===== config.mk =====
export PLATFORM = sky130hd
export DESIGN_NAME = pfx_collector
export DESIGN_NICKNAME = d
export VERILOG_FILES = /design/src/rtl/pfx_pkg.sv /design/src/rtl/pfx_classify.sv /design/src/rtl/pfx_accum.sv /design/src/rtl/pfx_collector.sv
export SDC_FILE = /design/constraint.sdc
export NUM_CORES = 1
export LEC_CHECK = 0
export BUFFER_PORTS_ARGS = -buffer_cell sky130_fd_sc_hd__buf_2
export CAP_MARGIN = 0
export CORE_MARGIN = 2
export CORE_UTILIZATION = 53
export DETAILED_ROUTE_END_ITERATION = 12
export GPL_TIMING_DRIVEN = 1
export PLACE_DENSITY_LB_ADDON = 0.12
export RECOVER_POWER = 25
export SLEW_MARGIN = 20
export SYNTH_ARGS = -nofsm -noshare
export SYNTH_HDL_FRONTEND = slang
export SYNTH_SLANG_ARGS = --single-unit

===== constraint.sdc =====
create_clock -name clk -period 2.2 [get_ports clk]
set_input_delay 0.11 -clock clk [delete_from_list [all_inputs] [get_ports clk]]
set_output_delay 0.11 -clock clk [all_outputs]
set_load 0.005 [all_outputs]

===== src/rtl/pfx_pkg.sv =====
package pfx_pkg;

    localparam int BYTE_W = 8;

    typedef enum logic [2:0] {
        BK_OPCODE,
        BK_LOCK,
        BK_REP,
        BK_SEG,
        BK_OPSZ,
        BK_ADSZ,
        BK_REX
    } byte_kind_t;

    typedef struct packed {
        logic       lock;
        logic       rep_ne;
        logic       rep_e;
        logic       seg_on;
        logic [2:0] seg;
        logic       opsz;
        logic       adsz;
        logic       rex_on;
        logic [3:0] rex;
    } pfx_state_t;

    typedef enum logic [1:0] {
        ST_GATHER,
        ST_ISSUE,
        ST_FAULT
    } ctl_state_t;

endpackage


===== src/rtl/pfx_classify.sv =====
module pfx_classify
    import pfx_pkg::*;
(
    input  logic [BYTE_W-1:0] byte_in,
    input  logic              rex_en,
    output byte_kind_t        kind,
    output logic [3:0]        info
);
    // info carries the payload the accumulator needs:
    // REX low nibble, segment code, or the repeat selector bit.
    always_comb begin
        kind = BK_OPCODE;
        info = 4'h0;
        unique case (byte_in)
            8'hF0: kind = BK_LOCK;
            8'hF2: begin kind = BK_REP; info = 4'h0; end
            8'hF3: begin kind = BK_REP; info = 4'h1; end
            8'h26: begin kind = BK_SEG; info = 4'h0; end
            8'h2E: begin kind = BK_SEG; info = 4'h1; end
            8'h36: begin kind = BK_SEG; info = 4'h2; end
            8'h3E: begin kind = BK_SEG; info = 4'h3; end
            8'h64: begin kind = BK_SEG; info = 4'h4; end
            8'h65: begin kind = BK_SEG; info = 4'h5; end
            8'h66: kind = BK_OPSZ;
            8'h67: kind = BK_ADSZ;
            default: begin
                if (rex_en && byte_in[7:4] == 4'h4) begin
                    kind = BK_REX;
                    info = byte_in[3:0];
                end
            end
        endcase
    end
endmodule


===== src/rtl/pfx_accum.sv =====
module pfx_accum
    import pfx_pkg::*;
#(
    parameter int MAX_LEN = 15,
    localparam int CNT_W  = $clog2(MAX_LEN + 1)
) (
    input  logic             clk,
    input  logic             rst_n,
    input  logic             clr,
    input  logic             upd,
    input  byte_kind_t       kind,
    input  logic [3:0]       info,
    output pfx_state_t       state,
    output logic [CNT_W-1:0] count
);
    pfx_state_t nxt;

    always_comb begin
        nxt = state;
        if (kind != BK_REX) begin
            // any legacy prefix invalidates an earlier REX byte
            nxt.rex_on = 1'b0;
            nxt.rex    = 4'h0;
        end
        unique case (kind)
            BK_LOCK: nxt.lock = 1'b1;
            BK_REP: begin
                nxt.rep_e  = info[0];
                nxt.rep_ne = ~info[0];
            end
            BK_SEG: begin
                nxt.seg_on = 1'b1;
                nxt.seg    = info[2:0];
            end
            BK_OPSZ: nxt.opsz = 1'b1;
            BK_ADSZ: nxt.adsz = 1'b1;
            BK_REX: begin
                nxt.rex_on = 1'b1;
                nxt.rex    = info;
            end
            default: nxt = state;
        endcase
    end

    always_ff @(posedge clk) begin
        if (!rst_n || clr) begin
            state <= '0;
            count <= '0;
        end else if (upd) begin
            state <= nxt;
            count <= count + 1'b1;
        end
    end
endmodule


===== src/rtl/pfx_collector.sv =====
module pfx_collector
    import pfx_pkg::*;
#(
    parameter int MAX_LEN = 15,
    localparam int CNT_W  = $clog2(MAX_LEN + 1)
) (
    input  logic             clk,
    input  logic             rst_n,
    input  logic             mode64,
    input  logic             in_valid,
    output logic             in_ready,
    input  logic [7:0]       in_byte,
    output logic             op_valid,
    input  logic             op_ready,
    output logic [7:0]       op_byte,
    output logic             pfx_lock,
    output logic             pfx_rep_ne,
    output logic             pfx_rep_e,
    output logic             pfx_seg_on,
    output logic [2:0]       pfx_seg,
    output logic             pfx_opsz,
    output logic             pfx_adsz,
    output logic             pfx_rex_on,
    output logic [3:0]       pfx_rex,
    output logic [CNT_W-1:0] pfx_count,
    output logic             len_fault
);
    localparam logic [CNT_W-1:0] LAST_OK = CNT_W'(MAX_LEN - 1);

    ctl_state_t  cur, nxt;
    byte_kind_t  kind;
    logic [3:0]  info;
    pfx_state_t  pst;
    logic        take, is_pfx, upd, clr;
    logic [7:0]  op_q;

    pfx_classify u_cls (
        .byte_in (in_byte),
        .rex_en  (mode64),
        .kind    (kind),
        .info    (info)
    );

    pfx_accum #(.MAX_LEN(MAX_LEN)) u_acc (
        .clk   (clk),
        .rst_n (rst_n),
        .clr   (clr),
        .upd   (upd),
        .kind  (kind),
        .info  (info),
        .state (pst),
        .count (pfx_count)
    );

    assign take   = in_valid && (cur == ST_GATHER);
    assign is_pfx = (kind != BK_OPCODE);

    // next-state logic
    always_comb begin
        nxt = cur;
        unique case (cur)
            ST_GATHER: begin
                if (take && !is_pfx)
                    nxt = ST_ISSUE;
                else if (take && pfx_count == LAST_OK)
                    nxt = ST_FAULT;
            end
            ST_ISSUE:  if (op_ready) nxt = ST_GATHER;
            ST_FAULT:  nxt = ST_GATHER;
            default:   nxt = ST_GATHER;
        endcase
    end

    // state register
    always_ff @(posedge clk) begin
        if (!rst_n) cur <= ST_GATHER;
        else        cur <= nxt;
    end

    // opcode capture
    always_ff @(posedge clk) begin
        if (!rst_n)               op_q <= '0;
        else if (take && !is_pfx) op_q <= in_byte;
    end

    // outputs
    always_comb begin
        in_ready  = 1'b0;
        op_valid  = 1'b0;
        len_fault = 1'b0;
        upd       = 1'b0;
        clr       = 1'b0;
        unique case (cur)
            ST_GATHER: begin
                in_ready = 1'b1;
                upd      = take && is_pfx;
            end
            ST_ISSUE: begin
                op_valid = 1'b1;
                clr      = op_ready;
            end
            ST_FAULT: begin
                len_fault = 1'b1;
                clr       = 1'b1;
            end
            default: clr = 1'b1;
        endcase
    end

    assign op_byte    = op_q;
    assign pfx_lock   = pst.lock;
    assign pfx_rep_ne = pst.rep_ne;
    assign pfx_rep_e  = pst.rep_e;
    assign pfx_seg_on = pst.seg_on;
    assign pfx_seg    = pst.seg;
    assign pfx_opsz   = pst.opsz;
    assign pfx_adsz   = pst.adsz;
    assign pfx_rex_on = pst.rex_on;
    assign pfx_rex    = pst.rex;
endmodule


# Word level (Yosys, flattened, before mapping)
# Index checks and enable logic that the tools add are counted.
# word_totals
ff_bits	28
output_inout_bits	29
# classes
add_sub_neg	1
eq_ne	25
n_mux	15
bitwise	1
n_reduce_logical	23
# op_table
op	n
8-bit by 6-bit equality test with 1-bit output, second input constant	4
8-bit by 7-bit equality test with 1-bit output, second input constant	4
8-bit equality test, second input constant	3
4-bit one-hot mux with 6 select lines	1
3-bit one-hot mux with 5 select lines	1
2-bit AND reduction	6
5-bit one-hot mux with 2 select lines	1
5-bit OR reduction	2
3-bit equality test, second input constant	3
3-bit by 2-bit equality test with 1-bit output, second input constant	2
2-bit two-way mux	3
6-bit OR reduction	1
1-bit logical AND	5
5-bit two-way mux	1
4-bit by 1-bit adder with 4-bit output, second input constant	1
4-bit by 3-bit equality test with 1-bit output, second input constant	1
4-bit equality test, second input constant	1
1-bit two-way mux	4
4-bit two-way mux	1
2-bit one-hot mux with 2 select lines	1
2-bit OR reduction	2
3-bit by 1-bit equality test with 1-bit output, second input constant	1
3-bit two-way mux	1
3-bit by 1-bit inequality test with 1-bit output, second input constant	1
other kinds (13)	14

# Depth between registers and ports, before layout
# Gate-level depths: netlist (run 1).
# depth
word_depth	9
mapped_depth	7
depth_no_buf	5

# Modules after synthesis
# From an unflattened synthesis (run 1), not the netlist that was laid out.
# unflattened
cells_unflattened	139
hier_area_um2	1318.8
# modules_own_cells
mod	n_inst	cells_each	area_each_um2	seq_area_each_um2
pfx_accum	1	66	693.2	360.3
pfx_collector	1	49	469.2	200.2
pfx_classify	1	24	156.4	0.0

# Worst setup path before layout (run 1)
# No wires, ideal clock.
# synth_path
kind	register to register
start	register cur[1]
end	register op_q[6], in the netlist op_byte[6]
setup_ps	67
arrival_time_ps	1394
required_ps	2133
slack_ps	739
stages_incl_launch_ff	7
path_buffers	1
path_cell_list	dfxtp_1 nor2_1 nand2_1 nor4_4 buf_6 nand3_1 o21ai_2
# synth_between
elab_chain_cells	3
# synth_rtl
item	line_no	rtl
from (decl)	pfx_collector.sv:30	ctl_state_t cur, nxt;
from (signal assigned)	pfx_collector.sv:77	else cur <= nxt;
2-bit zero test	pfx_collector.sv:55	assign take = in_valid && (cur == ST_GATHER);
1-bit logical AND	pfx_collector.sv:55	
1-bit logical AND	pfx_collector.sv:83	else if (take && !is_pfx) op_q <= in_byte;
to (signal assigned)	pfx_collector.sv:83	
to (decl)	pfx_collector.sv:35	logic [7:0] op_q;
# No other way between the ends.
# A chain may end at the register's enable or synchronous reset.

# Worst setup path in the final report (run 1)
# layout_path
start	register cur[1]
end	register op_q[2], in the netlist op_byte[2]
# Same word-level chain as after synthesis.

==> results.sh, run 1 <==
export IMPL_gr_total_overflow=0
export IMPL_area_delta_synth_final_pct=18.70
export IMPL_r2r_end="op_byte[2]$_SDFFE_PN0P_"
export IMPL_start_util_pct=56.99
export IMPL_yosys_area_top_type_share_pct=43.62
export IMPL_drive_gt1_share_pct=25.53
export IMPL_outcome="completed"
export IMPL_fp_dieH_um=53.24
export IMPL_synth_largest_area_cell="dfxtp_1"
export IMPL_fin_worst_skew_ns=0.004321
export IMPL_power_density_nw_per_um2=586.3
export IMPL_setup_tns_final_ns=0
export IMPL_worstHoldEndpoint="op_byte[7]$_SDFFE_PN0P_"
export IMPL_hp_class="in -> reg"
export IMPL_hpwl_um=2122
export IMPL_drtAntennaViolNets=0
export IMPL_clk_latency_ns=0.33
export IMPL_r2r_start="cur[1]$_SDFFE_PN0P_"
export IMPL_yosysSeqAreaShare_pct=43.62
export IMPL_fp_dieArea_um2=2835
export IMPL_n_fill_cell=208
export IMPL_avgRoutedWirePerCell_um=13.37
export IMPL_required_ns=2.46
export IMPL_clockBufferDepth=2
export IMPL_synth_net_count=165
export IMPL_layout_commonest_cell="buf_2"
export IMPL_finalNetCount=204
export IMPL_antenna_cells=0
export IMPL_die_w_um=53.24
export IMPL_ios=42
export IMPL_r2r_cells=6
export IMPL_setup_viol=0
export IMPL_maxCapViolCount=0
export IMPL_drt_iter0_markers=17
export IMPL_core_area_um2=2255
export IMPL_postSynthAreaPerCell_um2=8.567
export IMPL_r2r_slack_ns=0.56
export IMPL_worst_setup_path_start_kind="flip-flop"
export IMPL_cts_repair_resized=0
export IMPL_postCtsSetupBuffers=0
export IMPL_wl_um=2888
export IMPL_syn_inst=150
export IMPL_cts_inserted_buffers=3
export IMPL_num_rows=17
export IMPL_period_needed_ns=1.644
export IMPL_vias_per_cell=5.431
export IMPL_synthArstFlopShare_pct=0
export IMPL_slew_headroom_pct=60.85
export IMPL_final_cell_mix="buf_2 (37), dfxtp_1 (28), nand3_1 (21), o21ai_0 (16), nand2_1 (15)"
export IMPL_dr_pass1_iters=4
export IMPL_cts_tree="yes"
export IMPL_track_usage_pct=23.84
export IMPL_irDropWorstVdd_mv=0.3982
export IMPL_endpoint_kind="flip-flop"
export IMPL_clock_root_buffer="clkbuf_4"
export IMPL_tightest_slew_ns=0.5873
export IMPL_hold_viol=0
export IMPL_finalMaxSlewViolations=0
export IMPL_drc_errors=0
export IMPL_synth_distinct_cells=38
export IMPL_gp_congestion=0.7708
export IMPL_clkTransAtPathRegs_ns=0.16
export IMPL_io_buffer_count=41
export IMPL_hold_depth=3
export IMPL_multi_input_comb_area_um2=659.4
export IMPL_finalPower_mw=0.8942
export IMPL_rsz0062_at_grt="false"
export IMPL_fmax_ghz=0.6081
export IMPL_cts_sink_count=28
export IMPL_period_share_pct=74.75
export IMPL_grt_pass1_vias=1087
export IMPL_arrival_ns=1.90
export IMPL_synth_top_flop_cell="dfxtp_1"
export IMPL_crit_fanout=12
export IMPL_grt_pass1_wl_um=4892
export IMPL_synth_seq_cells=28
export IMPL_grt_antenna_before_repair=0
export IMPL_postCtsHoldBufs=0
export IMPL_seqCellArea_um2=560.5
export IMPL_yosys_top_cells_area="dfxtp_1 (44%), nand3_1 (8.2%), o21ai_0 (6.2%), nand2_1 (4.4%), nor2b_1 (3.4%)"
export IMPL_synth_edf_count=0
export IMPL_cts_htree_levels=1
export IMPL_synth_warnings=0
export IMPL_netlist_area_um2=1285
export IMPL_critPathKind="reg -> reg"
export IMPL_hp_start="in_byte[7]"
export IMPL_grt_max_degree=20
export IMPL_leakage_nw=0.6632
export IMPL_vias=1173
-- area by class of cell --
cell class | count | area share (%)
clock buffers | 4 | 2.379
inverters | 5 | 1.231
multi-input cells | 108 | 43.23
flip-flops and latches | 28 | 36.75
well taps | 28 | 2.297
repair buffers | 43 | 14.11
-- synthesized netlist by cell type, types with 2 or more instances --
library cell / number
a211oi_1: 2
a21oi_1: 5
a31oi_1: 2
and2_1: 2
and3b_1: 2
buf_2: 4
clkbuf_1: 4
dfxtp_1: 28
ha_1: 2
inv_1: 5
nand2_1: 15
nand3_1: 21
nor2_1: 8
nor2b_1: 7
nor3_1: 3
o21a_1: 2
o21ai_0: 16
or3_1: 2
-- stage by stage --
stage	setup slack (ns)	instances	utilization, %	area (um2)	hold WS (ns)
after floorplan	0.7390	150	-	1285	0.2404
after global placement	0.5786	212	66.26	1494	0.3796
after detailed placement	0.5395	212	66.26	1494	0.3866
after CTS	0.5659	216	67.87	1530	0.03411
after global routing	0.3958	216	67.65	1525	0.04986
final	0.5556	216	67.65	1525	0.04034
-- sequential cells by signal (all words and copies together), names as in the netlist --
register     count
cur              2
u_acc.state     14
op_byte          8
u_acc.count      4
-- layer usage --
metal / routed length [um] / vias up / share of wire (%) / track usage, %
met5: 0 / - / 0 / 0
met4: 75 / 0 / 2.6 / 13.25
met3: 138 / 8 / 4.8 / 4.520
met2: 1330 / 39 / 46 / 36.42
met1: 1344 / 519 / 47 / 31.23
li1: - / 607 / - / -
-- critical path: stages (launching register included) --
cell and delay [ns]:
dfxtp_1 0.38, nor2_1 0.17, nand2_1 0.14, nor4_4 0.45, buf_4 0.25, nand3_1 0.08
o21ai_0 0.10
-- worst max-delay path by stage --
| stage | from | to | slack, ns | cells past startpoint |
|---|---|---|---|---|
| floorplan | cur[1]$_SDFFE_PN0P_ | op_byte[6]$_SDFFE_PN0P_ | 0.74 | 6 |
| global placement | in_byte[3] | u_acc.count[3]$_SDFFE_PP0P_ | 0.58 | 6 |
| detailed placement | in_byte[7] | u_acc.count[3]$_SDFFE_PP0P_ | 0.54 | 6 |
| CTS | cur[1]$_SDFFE_PN0P_ | op_byte[2]$_SDFFE_PN0P_ | 0.57 | 6 |
| global route | cur[1]$_SDFFE_PN0P_ | op_byte[4]$_SDFFE_PN0P_ | 0.40 | 6 |
| finish | cur[1]$_SDFFE_PN0P_ | op_byte[2]$_SDFFE_PN0P_ | 0.56 | 6 |
-- report_power, final --
part	leakage, nW	switching, mW	total [mW]	internal, mW
logic	0.415	0.0669	0.109	0.0417
clock network	0.0210	0.156	0.258	0.101
registers	0.227	0.00765	0.528	0.520
-- cells by family after synthesis --
kind of cell | count (synthesis) | share of synthesized area (%)
compound gates | 35 | 17.43
fa+ha+maj | 2 | 1.947
simple gates | 69 | 30.48
buf+inv | 14 | 5.063
mux | 1 | 0.7790
xor+xnor | 1 | 0.6817
flops | 28 | 43.62
Power figures use the tool's default switching activity.
==> run 2: changes to the inputs <==
--- a/config.mk
+++ b/config.mk
@@ -8,7 +8,7 @@
 export BUFFER_PORTS_ARGS = -buffer_cell sky130_fd_sc_hd__buf_2
 export CAP_MARGIN = 0
 export CORE_MARGIN = 2
-export CORE_UTILIZATION = 53
+export CORE_UTILIZATION = 49
 export DETAILED_ROUTE_END_ITERATION = 12
 export GPL_TIMING_DRIVEN = 1
 export PLACE_DENSITY_LB_ADDON = 0.12
==> constraint.sdc (replaced) <==
create_clock -name clk -period 1.7 [get_ports clk]
set_input_delay 0.085 -clock clk [delete_from_list [all_inputs] [get_ports clk]]
set_output_delay 0.085 -clock clk [all_outputs]
set_load 0.005 [all_outputs]
==> run 2 against run 1 <==
  * Critical path depth fell by 1
  * Cell count rose by 1.4%
  * Sequential cell count did not move
  * Count of clock-buffer cells in the layout did not move
  * Worst setup slack got worse by 0.43 ns
  * Die area rose by 7.5%
  * Sequential power rose by 29%
  * Power rose by 29%
  * Design area rose by 0.90%
  * First-iteration DRC count fell by 53%
  * Largest cell class unchanged
  * Highest routed layer unchanged
==> results.sh, run 2 (synthesis gave the netlist of run 1 again) <==
export IMPL_outcome="completed"
export IMPL_vias_per_cell=5.489
export IMPL_slew_headroom_pct=62.34
export IMPL_critical_path_max_stage_delay_ns=0.38
export IMPL_vias=1202
export IMPL_ios=42
export IMPL_critPathKind="reg -> reg"
export IMPL_drive_gt1_share_pct=27.51
export IMPL_required_ns=1.97
export IMPL_maxCapViolCount=0
export IMPL_finalPower_mw=1.150
export IMPL_tightest_slew_ns=0.5649
export IMPL_power_density_nw_per_um2=747.0
export IMPL_gp_congestion=0.8116
export IMPL_fin_area_um2=1539
export IMPL_hp_start="in_byte[7]"
export IMPL_final_cell_mix="buf_2 (39), dfxtp_1 (28), nand3_1 (21), o21ai_0 (16), nand2_1 (15)"
export IMPL_grt_antenna_before_repair=0
export IMPL_r2r_start="cur[1]$_SDFFE_PN0P_"
export IMPL_final_core_util_pct=62.12
export IMPL_period_needed_ns=1.578
export IMPL_busiest_layer="met2"
export IMPL_r2r_cells=5
export IMPL_worstHoldEndpoint="op_byte[7]$_SDFFE_PN0P_"
export IMPL_hp_class="in -> reg"
export IMPL_largest_register_ffs=14
export IMPL_hold_depth=3
export IMPL_use_met1_pct=25.81
export IMPL_clock_root_buffer="clkbuf_4"
export IMPL_arrival_ns=1.85
export IMPL_finalMaxSlewViolations=0
export IMPL_finalNetCount=205
export IMPL_grt_pass1_wl_um=5064
export IMPL_grt_max_degree=19
export IMPL_r2r_end="u_acc.count[3]$_SDFFE_PP0P_"
export IMPL_drc_errors=0
export IMPL_endpoint_kind="flip-flop"
export IMPL_clockBufferDepth=2
export IMPL_setup_tns_final_ns=0
export IMPL_irDropWorstVdd_mv=0.5642
export IMPL_worst_path_dominant_cell_family="simple AND/OR/NAND/NOR gates"
export IMPL_crit_fanout=16
export IMPL_layout_commonest_cell="buf_2"
export IMPL_path_cells="nor2_1 -> and2_2 -> o31ai_4 -> or3_1 -> a21oi_1"
export IMPL_track_usage_pct=20.38
export IMPL_cp_slowest_cell="or3_1"
export IMPL_placed_area_um2=1504
export IMPL_fin_worst_skew_ns=0.005009
export IMPL_cts_sink_count=28
export IMPL_antenna_cells=0
export IMPL_core_area_um2=2477
export IMPL_drtAntennaViolNets=0
export IMPL_hold_viol=0
export IMPL_dr_pass1_iters=4
export IMPL_rsz0062_at_grt="false"
export IMPL_fp_dieH_um=55.21
export IMPL_r2r_slack_ns=0.12
export IMPL_area_delta_synth_final_pct=19.77
export IMPL_worst_setup_path_start_kind="flip-flop"
export IMPL_gr_total_overflow=0
export IMPL_postCtsHoldBufs=0
export IMPL_die_w_um=55.21
export IMPL_use_met2_pct=34.52
export IMPL_io_buffer_count=41
export IMPL_leakage_nw=0.6767
export IMPL_path_buf_inv=0
export IMPL_grt_pass1_vias=1115
export IMPL_avgRoutedWirePerCell_um=13.41
export IMPL_cts_tree="yes"
export IMPL_hpwl_um=2243
export IMPL_cts_htree_levels=1
export IMPL_wl_um=2937
export IMPL_fp_dieArea_um2=3048
export IMPL_drt_iter0_markers=8
export IMPL_period_share_pct=92.83
export IMPL_clk_latency_ns=0.33
export IMPL_clkTransAtPathRegs_ns=0.15
export IMPL_setup_viol=0
export IMPL_grt_use_met3_pct=3.044
export IMPL_cts_inserted_buffers=3
export IMPL_top_register="u_acc.state"
export IMPL_num_rows=18
export IMPL_start_util_pct=51.87
export IMPL_fmax_ghz=0.6337
## run 2: cell types whose count changed in the layout (fill, tap and decap cells not counted)
cell      before  now
and2_2         0    1
buf_4          2    3
and2_1         2    1
clkbuf_1       4    2
buf_2         37   39
## run 2: what timing repair did
action	in CTS	in global routing
setup endpoints to repair	0	2
buffers inserted	0	0
gates resized for setup	0	1
## run 2: worst reg2reg max path, cell delays in order, from the launching register on
cell     delay [ns]
dfxtp_1        0.37
nor2_1         0.21
and2_2         0.26
o31ai_4        0.17
or3_1          0.38
a21oi_1        0.13
## run 2: area by class of cell
class	instances	area, um2
Fill cell	249	938.4
Multi-Input combinational cell	108	660.6
Sequential cell	28	560.5
Timing Repair Buffer	44	225.2
Tap cell	30	37.54
Clock buffer	4	36.28
Inverter	5	18.77
## run 2: power breakdown
part,internal (mW),switching (mW)
Combinational,0.0569,0.0865
Sequential,0.673,0.00950
Clock,0.131,0.192
## run 2: how the worst max path moves through the flow
| stage | startpoint | to | slack [ns] | cells after the start |
|---|---|---|---|---|
| finish | cur[1]$_SDFFE_PN0P_ | u_acc.count[3]$_SDFFE_PP0P_ | 0.12 | 5 |
| global route | cur[1]$_SDFFE_PN0P_ | u_acc.count[3]$_SDFFE_PP0P_ | 0.05 | 5 |
| CTS | cur[1]$_SDFFE_PN0P_ | u_acc.count[3]$_SDFFE_PP0P_ | 0.05 | 5 |
| detailed placement | in_byte[2] | u_acc.count[3]$_SDFFE_PP0P_ | 0.08 | 6 |
| global placement | in_byte[2] | u_acc.count[3]$_SDFFE_PP0P_ | 0.15 | 6 |
| floorplan | cur[1]$_SDFFE_PN0P_ | op_byte[6]$_SDFFE_PN0P_ | 0.24 | 6 |
## run 2: metrics by stage
step | hold WS, ns | worst slack (ns) | instances
after floorplan | 0.2154 | 0.2390 | 150
after global placement | 0.3565 | 0.1451 | 215
after detailed placement | 0.3606 | 0.08248 | 215
after CTS | 0.009294 | 0.04678 | 219
after global routing | 0.02829 | 0.04666 | 219
final | 0.01083 | 0.1219 | 219
## run 2: routing by layer
metal | share of wire, % | wire (um)
met1 | 46 | 1363
met2 | 47 | 1394
met3 | 4.5 | 131
met5 | 0 | 0
met4 | 1.6 | 46
==> run 3: changes to the inputs <==
--- a/config.mk
+++ b/config.mk
@@ -11,7 +11,7 @@
 export CORE_UTILIZATION = 49
 export DETAILED_ROUTE_END_ITERATION = 12
 export GPL_TIMING_DRIVEN = 1
-export PLACE_DENSITY_LB_ADDON = 0.12
+export PLACE_DENSITY = 0.78
 export RECOVER_POWER = 25
 export SLEW_MARGIN = 20
 export SYNTH_ARGS = -nofsm -noshare
==> run 3 against run 2 <==
  * Global-route usage fell by 0.078 points
  * Critical endpoint unchanged
  * Cell count fell by 0.46%
  * Clock power fell by 15%
  * Routed wire length rose by 1.9%
  * Count of clock-buffer cells in the layout fell by 1
  * Register-to-register slack improved by 0.04 ns
  * Design area fell by 0.98%
  * Die area did not move
  * Critical path depth did not move
  * Sequential power barely moved
  * Maximum frequency rose by 2.3%
  * Via count barely moved
==> results.sh, run 3 (synthesis gave the netlist of run 1 again) <==
export IMPL_power_density_nw_per_um2=724.2
export IMPL_hpwl_um=2266
export IMPL_required_ns=1.98
export IMPL_postCtsSetupBuffers=0
export IMPL_period_share_pct=90.75
export IMPL_ios=42
export IMPL_core_area_um2=2477
export IMPL_vias=1203
export IMPL_intPower_mw=0.8131
export IMPL_dp_cells=215
export IMPL_critical_path_max_stage_delay_ns=0.38
export IMPL_seqPwrFrac_pct=61.9
export IMPL_area_delta_synth_final_pct=18.60
export IMPL_drc_errors=0
export IMPL_seqCellArea_um2=560.5
export IMPL_die_w_um=55.21
export IMPL_cts_htree_levels=1
export IMPL_placed_area_um2=1504
export IMPL_wirelength_met1_um=1396
export IMPL_setup_viol=0
export IMPL_grt_antenna_before_repair=0
export IMPL_met3_length_um=169
export IMPL_postCtsHoldBufs=0
export IMPL_outcome="completed"
export IMPL_top_register="u_acc.state"
export IMPL_finalMaxSlewViolations=0
export IMPL_pre_cts_ws_ns=0.08247
export IMPL_num_rows=18
export IMPL_finalNetCount=205
export IMPL_track_usage_pct=20.30
export IMPL_slew_headroom_pct=63.36
export IMPL_irDropWorstVdd_mv=0.5565
export IMPL_grt_pass1_wl_um=5030
export IMPL_fin_area_um2=1524
export IMPL_wl_met2_um=1387
export IMPL_p_sw_mw=0.2905
export IMPL_n_fill_cell=227
export IMPL_fp_dieH_um=55.21
export IMPL_gp_congestion=0.8539
export IMPL_top_layer="met4"
export IMPL_arrival_ns=1.82
export IMPL_holdWs_ns=0.02998
export IMPL_final_cell_mix="buf_2 (38), dfxtp_1 (28), nand3_1 (21), o21ai_0 (16), nand2_1 (15)"
export IMPL_drt_iter0_markers=40
export IMPL_multi_input_comb_area_um2=660.6
export IMPL_comb_power_share_pct=13.1
export IMPL_drive_gt1_share_pct=26.60
export IMPL_drtAntennaViolNets=0
export IMPL_switching_share_pct=26.32
export IMPL_path_cells="nor2_1 -> and2_2 -> o31ai_4 -> or3_1 -> a21oi_1"
export IMPL_antenna_cells=0
export IMPL_fin_worst_skew_ns=0.01183
export IMPL_period_needed_ns=1.543
export IMPL_grt_max_degree=19
export IMPL_leakage_nw=0.6655
export IMPL_maxCapViolCount=0
export IMPL_gr_total_overflow=0
export IMPL_worst_setup_path_start_kind="flip-flop"
export IMPL_clkTransAtPathRegs_ns=0.15
export IMPL_wl_um=2993
export IMPL_start_util_pct=51.87
export IMPL_fmax_ghz=0.6482
export IMPL_tightest_slew_ns=0.5496
export IMPL_layout_setup_ws_ns=0.1573
export IMPL_fp_dieArea_um2=3048
export IMPL_grt_pass1_vias=1124
export IMPL_cts_inserted_buffers=3
export IMPL_critPathKind="reg -> reg"
export IMPL_hold_viol=0
export IMPL_clk_latency_ns=0.33
export IMPL_layout_commonest_cell="buf_2"
export IMPL_layoutNonFillerInstCount=218
export IMPL_p_clk_share_pct=25.0
export IMPL_endpoint_kind="flip-flop"
export IMPL_cp_slowest_cell="or3_1"
export IMPL_io_buffer_count=41
export IMPL_dr_pass1_iters=4
export IMPL_setup_tns_final_ns=0
export IMPL_cts_sink_count=28
export IMPL_avgRoutedWirePerCell_um=13.73
export IMPL_clock_root_buffer="clkbuf_4"
export IMPL_rsz0062_at_grt="false"
export IMPL_cts_tree="yes"
export IMPL_vias_per_cell=5.518
export IMPL_clockBufferDepth=2
export IMPL_largest_register_ffs=14
export IMPL_hp_class="in -> reg"
export IMPL_crit_fanout=16
-- run 3: repair_timing --
item,4_1_cts,5_1_grt
hold endpoints to repair,0,0
endpoints found under the setup margin,0,1
resized for setup,0,1
-- run 3: worst paths after layout --
kind                                from                           to  slack [ns]  depth (start not counted)
min reg2reg  u_acc.state[4]$_SDFFE_PP0P_  u_acc.state[4]$_SDFFE_PP0P_        0.47                          2
max                  cur[1]$_SDFFE_PN0P_  u_acc.count[3]$_SDFFE_PP0P_        0.16                          5
min                           in_byte[6]      op_byte[6]$_SDFFE_PN0P_        0.03                          3
max reg2reg          cur[1]$_SDFFE_PN0P_  u_acc.count[3]$_SDFFE_PP0P_        0.16                          5
-- run 3: cell type report --
| type | count | area share [%] |
|---|---|---|
| Multi-Input combinational cell | 108 | 43.35 |
| Tap cell | 30 | 2.463 |
| Sequential cell | 28 | 36.78 |
| Inverter | 5 | 1.232 |
| Timing Repair Buffer | 44 | 14.70 |
| Clock buffer | 3 | 1.478 |
-- run 3: critical path, delay by kind of cell, from the launching register on --
kind,cells,cell delay [ns]
and+or+nand+nor,3,0.81
DFF,1,0.37
AOI/OAI and AO/OA,2,0.30
-- run 3: power by group through the flow --
| stage | Sequential [mW] | Combinational (mW) | Clock, mW |
|---|---|---|---|
| 6_report | 0.683 | 0.144 | 0.276 |
| 3_3_place_gp | 0.696 | 0.138 | 0 |
| 5_1_grt | 0.686 | 0.159 | 0.298 |
| 4_1_cts | 0.684 | 0.143 | 0.277 |
| 3_5_place_dp | 0.697 | 0.143 | 0 |
| 2_1_floorplan | 0.698 | 0.0859 | 0 |
-- run 3: routing by layer --
layer  GRT usage (%)  up-vias
met3           3.747        5
met1           26.33      548
met2           34.01       44
li1                -      606
met4           6.620        0
met5               0        -
-- run 3: per-stage QoR --
step           total power, mW  utilization [%]
3_3_place_gp            0.8344            60.71
2_1_floorplan           0.7838                -
3_5_place_dp            0.8399            60.71
5_1_grt                  1.143            61.52
4_1_cts                  1.105            61.62
6_report                 1.104            61.52
